## config.mk

```make
export PLATFORM = sky130hd
export DESIGN_NAME = dma_xlate
export DESIGN_NICKNAME = d
export VERILOG_FILES = /design/src/rtl/dma_xlate_pkg.sv /design/src/rtl/dma_xlate_cfg.sv /design/src/rtl/dma_xlate_lookup.sv /design/src/rtl/dma_xlate_ctrl.sv /design/src/rtl/dma_xlate.sv
export SDC_FILE = /design/constraint.sdc
export NUM_CORES = 1
export LEC_CHECK = 0
export BUFFER_PORTS_ARGS = -buffer_cell sky130_fd_sc_hd__buf_2
export CAP_MARGIN = 15
export CORE_MARGIN = 5
export CORE_UTILIZATION = 50
export DETAILED_ROUTE_END_ITERATION = 8
export MAX_ROUTING_LAYER = met4
export PLACE_DENSITY = 0.75
export SYNTH_ARGS = -nofsm -noshare
export SYNTH_HDL_FRONTEND = slang
export SYNTH_HIERARCHICAL = 1
export SYNTH_SLANG_ARGS = --single-unit
```

## constraint.sdc

```tcl
create_clock -name clk -period 3.7 [get_ports clk]
set_clock_uncertainty 0.1 [all_clocks]
set_input_delay 0.185 -clock clk [delete_from_list [all_inputs] [get_ports clk]]
set_output_delay 0.185 -clock clk [all_outputs]
set_load 0.02 [all_outputs]
```

## src/rtl/dma_xlate_pkg.sv

```systemverilog
`timescale 1ns/1ps
package dma_xlate_pkg;
    typedef enum logic [1:0] {
        ST_IDLE  = 2'd0,
        ST_FETCH = 2'd1,
        ST_REPLY = 2'd2
    } xl_state_e;

    localparam logic SEL_BASE  = 1'b0;
    localparam logic SEL_LIMIT = 1'b1;
endpackage

```

## src/rtl/dma_xlate_cfg.sv

```systemverilog
`timescale 1ns/1ps
module dma_xlate_cfg #(
    parameter int DATA_W = 32
) (
    input  logic              clk,
    input  logic              rst_n,
    input  logic              wr_en,
    input  logic              wr_sel,
    input  logic [DATA_W-1:0] wr_data,
    output logic [DATA_W-1:0] tbl_base,
    output logic [DATA_W-1:0] tbl_limit
);
    import dma_xlate_pkg::*;

    always_ff @(posedge clk or negedge rst_n) begin
        if (!rst_n) begin
            tbl_base  <= '0;
            tbl_limit <= '0;
        end else if (wr_en) begin
            if (wr_sel == SEL_BASE) tbl_base  <= wr_data;
            else                    tbl_limit <= wr_data;
        end
    end
endmodule

```

## src/rtl/dma_xlate_lookup.sv

```systemverilog
`timescale 1ns/1ps
module dma_xlate_lookup #(
    parameter int ADDR_W      = 32,
    parameter int PAGE_SHIFT  = 12,
    parameter int ENTRY_SHIFT = 3
) (
    input  logic [ADDR_W-PAGE_SHIFT-1:0] page_idx,
    input  logic [ADDR_W-1:0]            tbl_base,
    input  logic [ADDR_W-1:0]            tbl_limit,
    output logic                         in_range,
    output logic [ADDR_W-1:0]            entry_addr
);
    // The top base bit never reaches the table address.
    localparam logic [ADDR_W-1:0] BASE_MASK = {1'b0, {(ADDR_W-1){1'b1}}};

    logic [ADDR_W-1:0] idx_ext;
    logic [ADDR_W-1:0] slot_count;

    assign idx_ext    = {{PAGE_SHIFT{1'b0}}, page_idx};
    assign slot_count = tbl_limit >> ENTRY_SHIFT;
    assign in_range   = idx_ext < slot_count;
    assign entry_addr = (tbl_base & BASE_MASK) + (idx_ext << ENTRY_SHIFT);
endmodule

```

## src/rtl/dma_xlate_ctrl.sv

```systemverilog
`timescale 1ns/1ps
module dma_xlate_ctrl #(
    parameter int ADDR_W     = 32,
    parameter int PAGE_SHIFT = 12
) (
    input  logic                         clk,
    input  logic                         rst_n,
    input  logic                         req_valid,
    output logic                         req_ready,
    input  logic [PAGE_SHIFT-1:0]        req_off,
    input  logic                         in_range,
    input  logic [ADDR_W-1:0]            entry_addr,
    output logic                         rsp_valid,
    input  logic                         rsp_ready,
    output logic [ADDR_W-1:0]            rsp_paddr,
    output logic                         rsp_fault,
    output logic                         mem_req,
    output logic [ADDR_W-1:0]            mem_addr,
    input  logic                         mem_ack,
    input  logic [ADDR_W-PAGE_SHIFT-1:0] mem_frame,
    input  logic                         mem_err
);
    import dma_xlate_pkg::*;

    xl_state_e               state_q, state_d;
    logic [ADDR_W-1:0]       ent_q;
    logic [ADDR_W-1:0]       paddr_q;
    logic [PAGE_SHIFT-1:0]   off_q;
    logic                    fault_q;

    // State register
    always_ff @(posedge clk or negedge rst_n) begin
        if (!rst_n) state_q <= ST_IDLE;
        else        state_q <= state_d;
    end

    // Transitions
    always_comb begin
        state_d = state_q;
        unique case (state_q)
            ST_IDLE:  if (req_valid) state_d = in_range ? ST_FETCH : ST_REPLY;
            ST_FETCH: if (mem_ack)   state_d = ST_REPLY;
            ST_REPLY: if (rsp_ready) state_d = ST_IDLE;
            default:                 state_d = ST_IDLE;
        endcase
    end

    // Outputs
    always_comb begin
        req_ready = 1'b0;
        mem_req   = 1'b0;
        rsp_valid = 1'b0;
        unique case (state_q)
            ST_IDLE:  req_ready = 1'b1;
            ST_FETCH: mem_req   = 1'b1;
            ST_REPLY: rsp_valid = 1'b1;
            default:  ;
        endcase
        mem_addr  = ent_q;
        rsp_paddr = paddr_q;
        rsp_fault = fault_q;
    end

    // Captured request and assembled result
    always_ff @(posedge clk or negedge rst_n) begin
        if (!rst_n) begin
            ent_q   <= '0;
            off_q   <= '0;
            paddr_q <= '0;
            fault_q <= 1'b0;
        end else begin
            unique case (state_q)
                ST_IDLE: if (req_valid) begin
                    ent_q   <= entry_addr;
                    off_q   <= req_off;
                    paddr_q <= '0;
                    fault_q <= !in_range;
                end
                ST_FETCH: if (mem_ack) begin
                    if (mem_err) begin
                        paddr_q <= '0;
                        fault_q <= 1'b1;
                    end else begin
                        paddr_q <= {mem_frame, off_q};
                        fault_q <= 1'b0;
                    end
                end
                default: ;
            endcase
        end
    end

    // no fetch or response while open for a new request
    assert_ready_only_idle_R2: assert property (@(posedge clk) disable iff (!rst_n)
        req_ready |-> (!mem_req && !rsp_valid));

    // an out-of-range request goes straight to a faulting response
    assert_range_skip_fetch_R3: assert property (@(posedge clk) disable iff (!rst_n)
        (req_valid && req_ready && !in_range) |=> (rsp_valid && rsp_fault && !mem_req));

    // read request held steady until acknowledged
    assert_mem_hold_R4: assert property (@(posedge clk) disable iff (!rst_n)
        (mem_req && !mem_ack) |=> (mem_req && $stable(mem_addr)));

    // a fault never carries an address
    assert_fault_zero_R6: assert property (@(posedge clk) disable iff (!rst_n)
        (rsp_valid && rsp_fault) |-> (rsp_paddr == '0));

    // response held under backpressure
    assert_rsp_hold_R7: assert property (@(posedge clk) disable iff (!rst_n)
        (rsp_valid && !rsp_ready) |=> (rsp_valid && $stable(rsp_paddr) && $stable(rsp_fault)));
endmodule

```

## src/rtl/dma_xlate.sv

```systemverilog
`timescale 1ns/1ps
module dma_xlate #(
    parameter int ADDR_W      = 32,
    parameter int PAGE_SHIFT  = 12,
    parameter int ENTRY_SHIFT = 3
) (
    input  logic              clk,
    input  logic              rst_n,
    input  logic              reg_we,
    input  logic              reg_sel,
    input  logic [ADDR_W-1:0] reg_wdata,
    input  logic              req_valid,
    output logic              req_ready,
    input  logic [ADDR_W-1:0] req_addr,
    output logic              rsp_valid,
    input  logic              rsp_ready,
    output logic [ADDR_W-1:0] rsp_paddr,
    output logic              rsp_fault,
    output logic              mem_req,
    output logic [ADDR_W-1:0] mem_addr,
    input  logic              mem_ack,
    input  logic [ADDR_W-1:0] mem_rdata,
    input  logic              mem_err
);
    localparam int IDX_W = ADDR_W - PAGE_SHIFT;

    logic [ADDR_W-1:0] tbl_base, tbl_limit, entry_addr;
    logic              in_range;
    logic              unused_frame_low;

    // Low frame bits are replaced by the page offset.
    assign unused_frame_low = ^mem_rdata[PAGE_SHIFT-1:0];

    dma_xlate_cfg #(.DATA_W(ADDR_W)) u_cfg (
        .clk       (clk),
        .rst_n     (rst_n),
        .wr_en     (reg_we),
        .wr_sel    (reg_sel),
        .wr_data   (reg_wdata),
        .tbl_base  (tbl_base),
        .tbl_limit (tbl_limit)
    );

    dma_xlate_lookup #(
        .ADDR_W      (ADDR_W),
        .PAGE_SHIFT  (PAGE_SHIFT),
        .ENTRY_SHIFT (ENTRY_SHIFT)
    ) u_lookup (
        .page_idx   (req_addr[ADDR_W-1:PAGE_SHIFT]),
        .tbl_base   (tbl_base),
        .tbl_limit  (tbl_limit),
        .in_range   (in_range),
        .entry_addr (entry_addr)
    );

    dma_xlate_ctrl #(
        .ADDR_W     (ADDR_W),
        .PAGE_SHIFT (PAGE_SHIFT)
    ) u_ctrl (
        .clk        (clk),
        .rst_n      (rst_n),
        .req_valid  (req_valid),
        .req_ready  (req_ready),
        .req_off    (req_addr[PAGE_SHIFT-1:0]),
        .in_range   (in_range),
        .entry_addr (entry_addr),
        .rsp_valid  (rsp_valid),
        .rsp_ready  (rsp_ready),
        .rsp_paddr  (rsp_paddr),
        .rsp_fault  (rsp_fault),
        .mem_req    (mem_req),
        .mem_addr   (mem_addr),
        .mem_ack    (mem_ack),
        .mem_frame  (mem_rdata[ADDR_W-1:ADDR_W-IDX_W]),
        .mem_err    (mem_err)
    );
endmodule

```

Yosys cells after proc, flatten, opt, wreduce, memory -nomap -nowiden
Cells that the tools add are included.
{ "word_totals": {"reg_bits": 142, "latchBits": 0, "ram_bits": 0, "mem_bits_ro": 0, "inputBits": 104, "wordCells": 39, "n_memories": 0} }
{ "op_classes": {"add_sub_neg": 1, "mul": 0, "div_mod_pow": 0, "n_lt_le_gt_ge": 1, "eq_ne": 5, "shift": 0, "muxes": 16, "n_bitwise": 1, "reduce_logical": 8} }
{ "op_table": {"columns": ["cell", "count"], "rows": [
  ["two-way mux 32 bit", 3],
  ["case mux 32 bit (2 select lines)", 1],
  ["adder 31 x 23 -> 32 bit", 1],
  ["< comparator 20 x 29 -> 1 bit", 1],
  ["two-way mux 2 bit", 4],
  ["two-way mux 1 bit", 6],
  ["inequality test 2 bit, second input constant", 3],
  ["case mux 2 bit (3 select lines)", 1],
  ["AND reduction 2 bit", 3],
  ["AND reduction 3 bit", 2],
  ["equality test 2 x 1 -> 1 bit, second input constant", 1],
  ["equality test 2 bit, second input constant", 1],
  ["logical NOT 2 bit", 1],
  ["case mux 1 bit (2 select lines)", 1],
  ["nonzero test 2 bit", 1],
  ["logical NOT 1 bit", 1],
  ["inverter 1 bit", 1]
]} }

Logic depth before layout (Yosys ltp)
Gate-level depths: netlist (run 1).
{ "logic_depth": {"ltp_word": 4, "depth_mapped": 11} }

Hierarchy
Netlist (run 1), hierarchy kept.
{ "modules_own_cells": {"columns": ["module", "instances", "cells_per_inst", "area_each_um2", "seq_area_each_um2"], "rows": [
  ["dma_xlate_ctrl", 1, 259, 3470.8, 1976.9],
  ["dma_xlate_cfg", 1, 137, 2426.1, 1601.5],
  ["dma_xlate_lookup", 1, 224, 1671.6, 0.0]
]} }

Worst setup path after synthesis (run 1)
No wires, ideal clock.
{ "synth_timing": {"path_type": "register -> register", "start": "reg u_cfg.tbl_base[3]", "end": "reg u_ctrl.ent_q[31] (netlist: u_ctrl/mem_addr[31])", "setup_ns": 0.125, "arrival_time_ns": 2.526, "path_slack_ns": 0.949, "path_stages_with_launch": 10, "path_buffers": 0, "cell_sequence": "dfrtp_1 > ha_1 > fa_1 > a21o_1 > a221o_1 > a31oi_4 > a21oi_2 > a41o_4 > and4_1 > mux2_4"} }
{ "synth_between": {"elab_chain_cells": 1} }
{ "synth_rtl": {"columns": ["element", "line_no", "rtl"], "rows": [
  ["from (decl)", "dma_xlate_cfg.sv:10", "output logic [DATA_W-1:0] tbl_base,"],
  ["from (signal assigned)", "dma_xlate_cfg.sv:20", "if (wr_sel == SEL_BASE) tbl_base <= wr_data;"],
  ["adder 31 x 23 -> 32 bit", "dma_xlate_lookup.sv:22", "assign entry_addr = (tbl_base & BASE_MASK) + (idx_ext << ENTRY_SHIFT);"],
  ["net entry_addr[31]", "dma_xlate.sv:27", "logic [ADDR_W-1:0] tbl_base, tbl_limit, entry_addr;"],
  ["to (signal assigned)", "dma_xlate_ctrl.sv:74", "ent_q <= entry_addr;"],
  ["to (decl)", "dma_xlate_ctrl.sv:26", "logic [ADDR_W-1:0] ent_q;"]
]} }
The timed path passes the listed nets, and every way through them passes these cells.
A chain may end at the register's enable or synchronous reset.

Worst setup path after layout (run 1)
{ "layout_timing": {"start": "reg u_cfg.tbl_base[3]", "end": "reg u_ctrl.ent_q[25] (netlist: u_ctrl/mem_addr[25])"} }
Same word-level chain as after synthesis.

==> reports/results.tsv, run 1 <==
metric	value	unit
HPWL Detailed	11700	µm
Worst Path Arrival	3.17	ns
IO buf count	159	
Syn Area/Cell	12.1	µm²
core area	14500	µm²
io pins	172	
row count	44	
area delta synth->final	27.9	%
Critical Path Source Type	register	
Num CTS Buffers	17	
total negative slack	0	ns
normalized max-slew margin	0.264	
hold path cells	3	
maximum root-to-sink buffer count	2	
Die Wd	132	µm
H-Tree Level Count	4	
WP buf/inv	0	
worst hold path startpoint	req_addr[12]	
DRC Markers	0	
clk_lat worst skew	0.41	ns
vias in the first global route	5775	
number of routed nets with antenna violations	0	
RSZ-0062 raised after global routing	no	
detailed-route via count	5525	
r2r worst-path depth	10	
1st-pass router iterations	5	
initial antenna violation count	1	
P per Cell Area	640	nW/µm²
Final #Nets	969	
WS Path Type	reg2reg	
LEAKAGE	4.59	nW
DIE AREA	17400	µm²
GRT Resource Usage Total	0.210	
placer congestion estimate	0.845	
f_max	336	MHz
endpoints failing setup	0	
Tmin final	2.98	ns
Min Hold Slack	0.0283	ns
DR vias/cell	5.40	
Max-Cap Viols	0	
Post-CTS Resized	0	
die height	132	µm
initial core utilization	0.511	
Cell Area, Synth	7420	µm²
layout cells sized above 1	0.379	
final critical-path share of the clock period	0.805	
WL per Instance	16.9	µm
Reg-to-Reg End	u_ctrl/mem_addr[25]	
slew at the pin with the worst max-slew slack	1.10	ns
GRT overflow	0	
Routed WL	17300	µm
Endpoint, Worst Hold	u_ctrl/mem_addr[3]	
global-route wire length before repair	29200	µm
crit end category	register	
final hold violation count	0	
CP delay by family, top	compound AO/OA/AOI/OAI gates	
CP max stage delay	0.41	ns
TritonCTS Sinks	139	
required time of the critical path	3.89	ns
crit path max fanout	5	
Slew Limit Fails	0	
HP Class	in2reg	
VDD IR max	0.306	mV
syn_nets	756	
Syn Inst Count	612	
Fill cells	1078	
Clock Pin Slew Worst Setup and Hold Paths	0.06	ns
flop2flop setup slack	0.72	ns
largest net degree at the start of global routing	105	
outcome	completed	
Crit. Startpoint	u_cfg/tbl_base[3]	
Slowest cell on crit path	fa_1	
crit path cell chain	ha_1 > fa_1 > a21o_1 > a221o_1 > a31oi_4 > a21oi_2 > a41o_4 > nand3_2 > xnor2_1 > mux2_4	
r2r startpoint	u_cfg/tbl_base[3]	
clock root buffer	clkbuf_16	
CTS tree	done	
synth warn	6	
DRT iter0 DRCs	327	
==> layer usage <==
layer	routed length, µm	GRT usage	vias to the layer above
met5	0	-	-
met2	8500	0.338	172
met3	776	0.0447	33
met4	498	0.0909	0
met1	7530	0.257	2691
li1	-	-	2629
==> cells in the final DEF, fill, tap and decap left out, drive strengths merged, types with 4 or more instances in the layout <==
master       instances
clkinv               4
mux2               105
nor2b                6
nor2                14
xnor2               17
nand3               11
a21o                17
a21oi               30
o31ai               33
dfrtp              139
dlygate4sd3         66
nand2               45
xor2                 9
buf                164
o21ai               44
inv                 24
ha                  39
clkbuf              21
==> worst min-delay path, stage by stage <==
cell and delay, ns:
buf_2 0.08, ha_1 0.11, mux2_4 0.13
==> worst max-delay path by stage <==
stage	end	slack, ns	cells after the start
2_1_floorplan	u_ctrl/mem_addr[31]	0.95	9
3_3_place_gp	u_ctrl/mem_addr[31]	0.79	9
3_5_place_dp	u_ctrl/mem_addr[31]	0.77	9
4_1_cts	u_ctrl/mem_addr[31]	0.73	9
5_1_grt	u_ctrl/mem_addr[25]	0.61	10
6_report	u_ctrl/mem_addr[25]	0.72	10
==> registers in the layout, indices dropped and copies added (netlist names) <==
name	count
u_cfg/tbl_base	31
u_cfg/tbl_limit	29
u_ctrl/mem_addr	32
u_ctrl/off_q	12
u_ctrl/rsp_fault	1
u_ctrl/rsp_paddr	32
u_ctrl/state_q	2
==> area by class of cell <==
type,instances,area (µm²),share of cell area
Inverter,24,90.1,0.00949
Sequential cell,139,3480,0.367
Clock inverter,10,140,0.0148
Multi-Input combinational cell,413,3570,0.376
Antenna cell,2,5.00,0.000527
Clock buffer,21,480,0.0506
Timing Repair Buffer,230,1500,0.158
Tap cell,184,230,0.0243
==> power breakdown <==
group / internal [mW] / total (mW) / switching [mW]
Sequential: 1.94 / 2.25 / 0.310
Clock: 1.13 / 1.75 / 0.626
Combinational: 0.997 / 2.08 / 1.08
Total: 4.06 / 6.08 / 2.02
==> stage by stage <==
stage	power [mW]	util	area, µm²	instances	setup slack (ns)
2_1_floorplan	3.72	-	7420	612	0.949
3_3_place_gp	4.21	0.565	8210	924	0.785
3_5_place_dp	4.29	0.565	8210	924	0.769
4_1_cts	6.13	0.653	9490	1021	0.734
5_1_grt	6.41	0.653	9490	1022	0.612
6_report	6.08	0.653	9490	1023	0.722
==> timing repair <==
action	in CTS	in global routing
hold endpoints to repair	195	0
hold buffers	66	0
buffers inserted	0	0
(Power assumes the default switching activity.)
==> run 2: changes to the inputs <==
--- a/config.mk
+++ b/config.mk
@@ -5,13 +5,14 @@
 export SDC_FILE = /design/constraint.sdc
 export NUM_CORES = 1
 export LEC_CHECK = 0
+export ABC_AREA = 1
 export BUFFER_PORTS_ARGS = -buffer_cell sky130_fd_sc_hd__buf_2
 export CAP_MARGIN = 15
 export CORE_MARGIN = 5
 export CORE_UTILIZATION = 50
 export DETAILED_ROUTE_END_ITERATION = 8
 export MAX_ROUTING_LAYER = met4
-export PLACE_DENSITY = 0.75
+export PLACE_DENSITY = 0.74
 export SYNTH_ARGS = -nofsm -noshare
 export SYNTH_HDL_FRONTEND = slang
 export SYNTH_HIERARCHICAL = 1
==> constraint.sdc (replaced) <==
create_clock -name clk -period 2.9 [get_ports clk]
set_clock_uncertainty 0.1 [all_clocks]
set_input_delay 0.145 -clock clk [delete_from_list [all_inputs] [get_ports clk]]
set_output_delay 0.145 -clock clk [all_outputs]
set_load 0.02 [all_outputs]
==> run 2 against run 1 <==
  * First-iteration DRC count up 28%
  * Flip-flop and latch count unchanged
  * Synthesized area up 12%
  * Via count up 42%
  * Core utilization down 2.2 points
==> reports/results.tsv, run 2 <==
metric	value	unit
flop2flop setup slack	0.19	ns
Syn Area/Cell	7.29	µm²
clock root buffer	clkbuf_16	
DRT iter0 DRCs	418	
Critical Path Source Type	register	
DRC Markers	0	
detailed-route via count	7847	
outcome	completed	
VDD IR max	0.476	mV
slew at the pin with the worst max-slew slack	0.978	ns
syn_nets	1289	
Tmin final	2.71	ns
synth warn	6	
DIE AREA	19400	µm²
GRT Resource Usage Total	0.237	
area delta synth->final	24.6	%
TritonCTS Sinks	139	
DR vias/cell	4.96	
row count	47	
fin cells	1583	
crit path to	u_ctrl/state_q[0]	
vias in the first global route	7540	
1st-pass router iterations	5	
GRT overflow	0	
crit path max fanout	3	
clk_lat worst skew	0.43	ns
r2r worst-path depth	12	
H-Tree Level Count	4	
Clock Pin Slew Worst Setup and Hold Paths	0.06	ns
die height	139	µm
global-route wire length before repair	37000	µm
Slew Limit Fails	0	
Worst Path Arrival	2.96	ns
crit end category	register	
HP Class	in2reg	
largest net degree at the start of global routing	58	
f_max	369	MHz
final critical-path share of the clock period	0.935	
Post-CTS Resized	0	
WS Path Type	reg2reg	
CTS tree	done	
Routed WL	21900	µm
initial antenna violation count	0	
WL per Instance	13.8	µm
most common library cell in the layout ignoring fill and taps	nand2_1	
IO buf count	159	
dpl cells	1479	
P per Cell Area	764	nW/µm²
n_diodes	0	
initial core utilization	0.507	
commonest cells after routing, fill and taps aside	nand2_1 (476), nand3_1 (167), buf_2 (158)	
HPWL Detailed	15400	µm
io pins	172	
maximum root-to-sink buffer count	2	
Syn Inst Count	1145	
normalized max-slew margin	0.347	
required time of the critical path	3.15	ns
LEAKAGE	5.99	nW
layout cells sized above 1	0.165	
Crit. Startpoint	u_cfg/tbl_limit[5]	
final hold violation count	0	
placer congestion estimate	0.912	
total negative slack	0	ns
r2r startpoint	u_cfg/tbl_limit[5]	
core area	16500	µm²
Max-Cap Viols	0	
Reg-to-Reg End	u_ctrl/state_q[0]	
RSZ-0062 raised after global routing	no	
endpoints failing setup	0	
Die Wd	139	µm
Final #Nets	1494	
Cell Area, Synth	8340	µm²
number of routed nets with antenna violations	0	
Num CTS Buffers	17	
## run 2: per-stage QoR
| step | util | worst slack, ns | power, mW | hold slack, ns | instance area [µm²] |
|---|---|---|---|---|---|
| after floorplan | - | 1.01 | 4.91 | -0.251 | 8340 |
| after global placement | 0.551 | 0.712 | 5.62 | 0.0451 | 9070 |
| after detailed placement | 0.551 | 0.698 | 5.67 | 0.0469 | 9070 |
| after CTS | 0.631 | 0.193 | 7.99 | 0.00595 | 10400 |
| after global routing | 0.631 | 0.0651 | 8.46 | 0.0500 | 10400 |
| final | 0.631 | 0.189 | 7.94 | 0.0258 | 10400 |
## run 2: area by class of cell
class                   count  area, µm²
clock buffers              18        429
clock inverters            14        171
fillers                  1471       6080
inverters                 114        428
multi-input cells         839       4010
flip-flops and latches    139       3480
well taps                 220        275
repair buffers            239       1600
## run 2: where the power goes
| part | total, mW | internal [mW] | switching [mW] |
|---|---|---|---|
| combinational | 2.94 | 0.945 | 2.00 |
| sequential | 2.79 | 2.47 | 0.319 |
| clock | 2.21 | 1.35 | 0.851 |
## run 2: how the worst min path moves through the flow
stage / to / slack (ns) / cells past startpoint / startpoint
finish: u_ctrl/mem_addr[3] / 0.03 / 4 / req_addr[12]
global route: u_ctrl/mem_addr[3] / 0.05 / 4 / req_addr[12]
CTS: u_ctrl/mem_addr[3] / 0.006 / 4 / req_addr[12]
detailed placement: u_ctrl/rsp_paddr[3] / 0.05 / 1 / rst_n
global placement: u_ctrl/rsp_paddr[3] / 0.05 / 1 / rst_n
floorplan: u_cfg/tbl_base[0] / -0.25 / 0 / rst_n
## run 2: critical path, cell delays in order, from the launching register on
cell and delay, ns:
dfrtp_1 0.35, inv_1 0.05, ha_1 0.30, nand2_1 0.06, inv_1 0.03, o21ai_0 0.13, nand2_1 0.07, o21ai_0 0.23
nand2_1 0.10, a21oi_1 0.30, inv_1 0.13, o31ai_1 0.22, dlygate4sd3_1 0.57
## run 2: metal layers
layer  track usage  wire length (µm)
met5             -                 0
met3        0.0407              1280
met1         0.319             10000
met4        0.0726               389
met2         0.371             10200
## run 2: what timing repair did
action	CTS	global route
hold buffers	72	0
endpoints found under the hold margin	150	0
buffers inserted	0	0
==> run 3: changes to the inputs <==
--- a/config.mk
+++ b/config.mk
@@ -15,5 +15,4 @@
 export PLACE_DENSITY = 0.74
 export SYNTH_ARGS = -nofsm -noshare
 export SYNTH_HDL_FRONTEND = slang
-export SYNTH_HIERARCHICAL = 1
 export SYNTH_SLANG_ARGS = --single-unit
==> run 3 against run 2 <==
  * Count of clock-buffer cells in the layout rose by 4
  * Worst setup slack improved by 0.63 ns
  * Register-to-register slack improved by 0.63 ns
  * Power rose by 2.1%
  * Critical endpoint is now u_ctrl.mem_addr[15]
  * Largest cell class unchanged
  * Critical path depth did not move
  * Design area fell by 3.1%
  * Clock power rose by 7%
  * Synthesized cell count fell by 12%
  * Die area fell by 6.5%
==> reports/results.tsv, run 3 <==
metric	value	unit
outcome	completed	
critical path depth	12	
CP delay by family, top	adder cells	
HPWL Detailed	13700	µm
DR vias/cell	4.85	
Critical Path Source Type	input port	
Yosys reg bits	139	
largest cells by area after synthesis	dfrtp_1 (45%), nand2_1 (18%), inv_1 (6.8%), ha_1 (6.3%), o21ai_0 (4.7%)	
number of routed nets with antenna violations	0	
required time of the critical path	3.15	ns
GRT Resource Usage Total	0.223	
CP max stage delay	0.53	ns
Synth area leader	dfrtp_1	
Syn Area/Cell	7.67	µm²
r2r worst-path depth	10	
crit path cell chain	dlygate4sd3_1 > buf_2 > ha_1 > fa_1 > nand2_1 > nand3_1 > nand3_1 > nand2_1 > a21oi_1 > xnor2_1 > nand2_1 > nand2_1	
WL per Instance	13.2	µm
Max-Cap Viols	0	
number of enable flip-flop cells after synthesis	0	
detailed-route via count	6977	
die height	135	µm
HP Class	in2reg	
endpoints failing setup	0	
synth unique cells	34	
r2r startpoint	u_cfg.tbl_base[3]	
sequential fraction of the synthesis area	0.448	
# Post-CTS Setup Buffers	0	
most common library cell in the layout ignoring fill and taps	nand2_1	
Num CTS Buffers	17	
initial core utilization	0.511	
slew at the pin with the worst max-slew slack	0.758	ns
Placed Area	8730	µm²
final hold violation count	0	
LEAKAGE	5.54	nW
n_diodes	0	
largest net degree at the start of global routing	82	
Crit path top cell by count	nand2_1	
DIE AREA	18100	µm²
core area	15200	µm²
CTS tree	done	
Routed WL	19100	µm
dpl cells	1339	
P per Cell Area	805	nW/µm²
initial antenna violation count	0	
Sequential Area	3480	µm²
f_max	480	MHz
flop2flop setup slack	0.82	ns
IO buf count	159	
VDD IR max	0.390	mV
Pint	5.05	mW
Clock Pin Slew Worst Setup and Hold Paths	0.06	ns
H-Tree Level Count	4	
TritonCTS Sinks	139	
RSZ-0062 raised after global routing	no	
DRC Markers	0	
row count	45	
Synth top area share	0.448	
Die Wd	135	µm
DRT iter0 DRCs	482	
commonest cells after routing, fill and taps aside	nand2_1 (367), buf_2 (158), inv_1 (140)	
syn_nets	1156	
Fill cells	1278	
Gate power share	0.364	
most frequent cells after synthesis	nand2_1 (368), inv_1 (140), dfrtp_1 (139)	
crit end category	register	
synth warn	0	
fin cells	1439	
clock root buffer	clkbuf_16	
crit path to	u_ctrl.mem_addr[15]	
Post-CTS Resized	0	
sequential fraction of design power	0.345	
area delta synth->final	29.7	%
maximum root-to-sink buffer count	2	
Clock power frac	0.291	
Slew Limit Fails	0	
async set-reset flop share out of synthesis	1.00	
Syn Inst Count	1012	
Cell Area, Synth	7760	µm²
Final #Nets	1383	
normalized max-slew margin	0.495	
WP buf/inv	2	
vias in the first global route	6691	
switching share of total power	0.378	
Tmin final	2.08	ns
Crit. Startpoint	req_addr[12]	
layout cells sized above 1	0.213	
Psw	3.06	mW
WS Path Type	in2reg	
Finished Cell Area	10100	µm²
1st-pass router iterations	4	
placer congestion estimate	0.914	
fin util	0.662	
Main synth FF type	dfrtp_1	
total negative slack	0	ns
clk_lat worst skew	0.42	ns
global-route wire length before repair	31700	µm
hold path cells	4	
Reg-to-Reg End	u_ctrl.mem_addr[15]	
final critical-path share of the clock period	0.719	
io pins	172	
multi-input logic area	3570	µm²
most common cell in the netlist	nand2_1	
Worst Path Arrival	2.34	ns
GRT overflow	0	
crit path max fanout	4	
Slowest cell on crit path	dlygate4sd3_1	
[run 3: layout make-up]
cell class,instances,area share
Clock buffer,22,0.0491
Clock inverter,9,0.0158
Inverter,141,0.0526
Multi-Input combinational cell,701,0.355
Sequential cell,139,0.345
Tap cell,188,0.0234
Timing Repair Buffer,239,0.159
[run 3: power by group through the flow]
stage | clock network [mW] | logic, mW | registers, mW
after floorplan | 0 | 1.69 | 3.22
after global placement | 0 | 2.84 | 2.81
after detailed placement | 0 | 2.89 | 2.82
after CTS | 2.41 | 2.97 | 2.79
after global routing | 2.49 | 3.29 | 2.87
final | 2.36 | 2.95 | 2.80
[run 3: metrics by stage]
stage,power (mW),setup slack [ns],hold WS [ns]
after floorplan,4.91,1.05,-0.251
after global placement,5.65,0.875,0.146
after detailed placement,5.71,0.844,0.148
after CTS,8.17,0.819,0.0329
after global routing,8.65,0.652,0.0471
final,8.11,0.815,0.0493
[run 3: worst reg2reg max path, cell delays in order, from the launching register on]
cell and delay [ns]:
dfrtp_1 0.39, ha_1 0.25, fa_1 0.46, nand2_1 0.09
nand3_1 0.08, nand3_1 0.07, nand2_1 0.13, a21oi_1 0.19
xnor2_1 0.13, nand2_1 0.06, nand2_1 0.07
[run 3: cells by family (layout without fill, tap and decap cells)]
family / Yosys count / after routing / synth area share
flip-flops: 139 / 139 / 0.448
AO/OA/AOI/OAI: 136 / 136 / 0.101
XOR/XNOR: 13 / 13 / 0.0147
multiplexers: 4 / 4 / 0.00580
AND/OR/NAND/NOR: 508 / 508 / 0.272
adder cells (fa/ha/maj): 40 / 40 / 0.0654
buffers and inverters: 172 / 411 / 0.0924
[run 3: worst min path at each step]
stage	endpoint	startpoint	slack [ns]
floorplan	u_cfg.tbl_base[0]	rst_n	-0.25
global placement	u_cfg.tbl_limit[10]	rst_n	0.15
detailed placement	u_cfg.tbl_limit[10]	rst_n	0.15
CTS	u_ctrl.mem_addr[4]	req_addr[13]	0.03
global route	u_ctrl.mem_addr[4]	req_addr[13]	0.05
finish	u_ctrl.mem_addr[4]	req_addr[13]	0.05
[run 3: metal layers]
| layer | share of wire | routed length, µm | GRT usage | vias up |
|---|---|---|---|---|
| li1 | - | - | - | 3623 |
| met1 | 0.47 | 8960 | 0.291 | 3146 |
| met2 | 0.46 | 8830 | 0.358 | 185 |
| met3 | 0.049 | 938 | 0.0458 | 23 |
| met4 | 0.017 | 316 | 0.0594 | 0 |
| met5 | 0 | 0 | - | - |
[run 3: timing repair]
action,CTS,global route
hold buffers,69,0
endpoints found under the setup margin,0,0
endpoints found under the hold margin,184,0
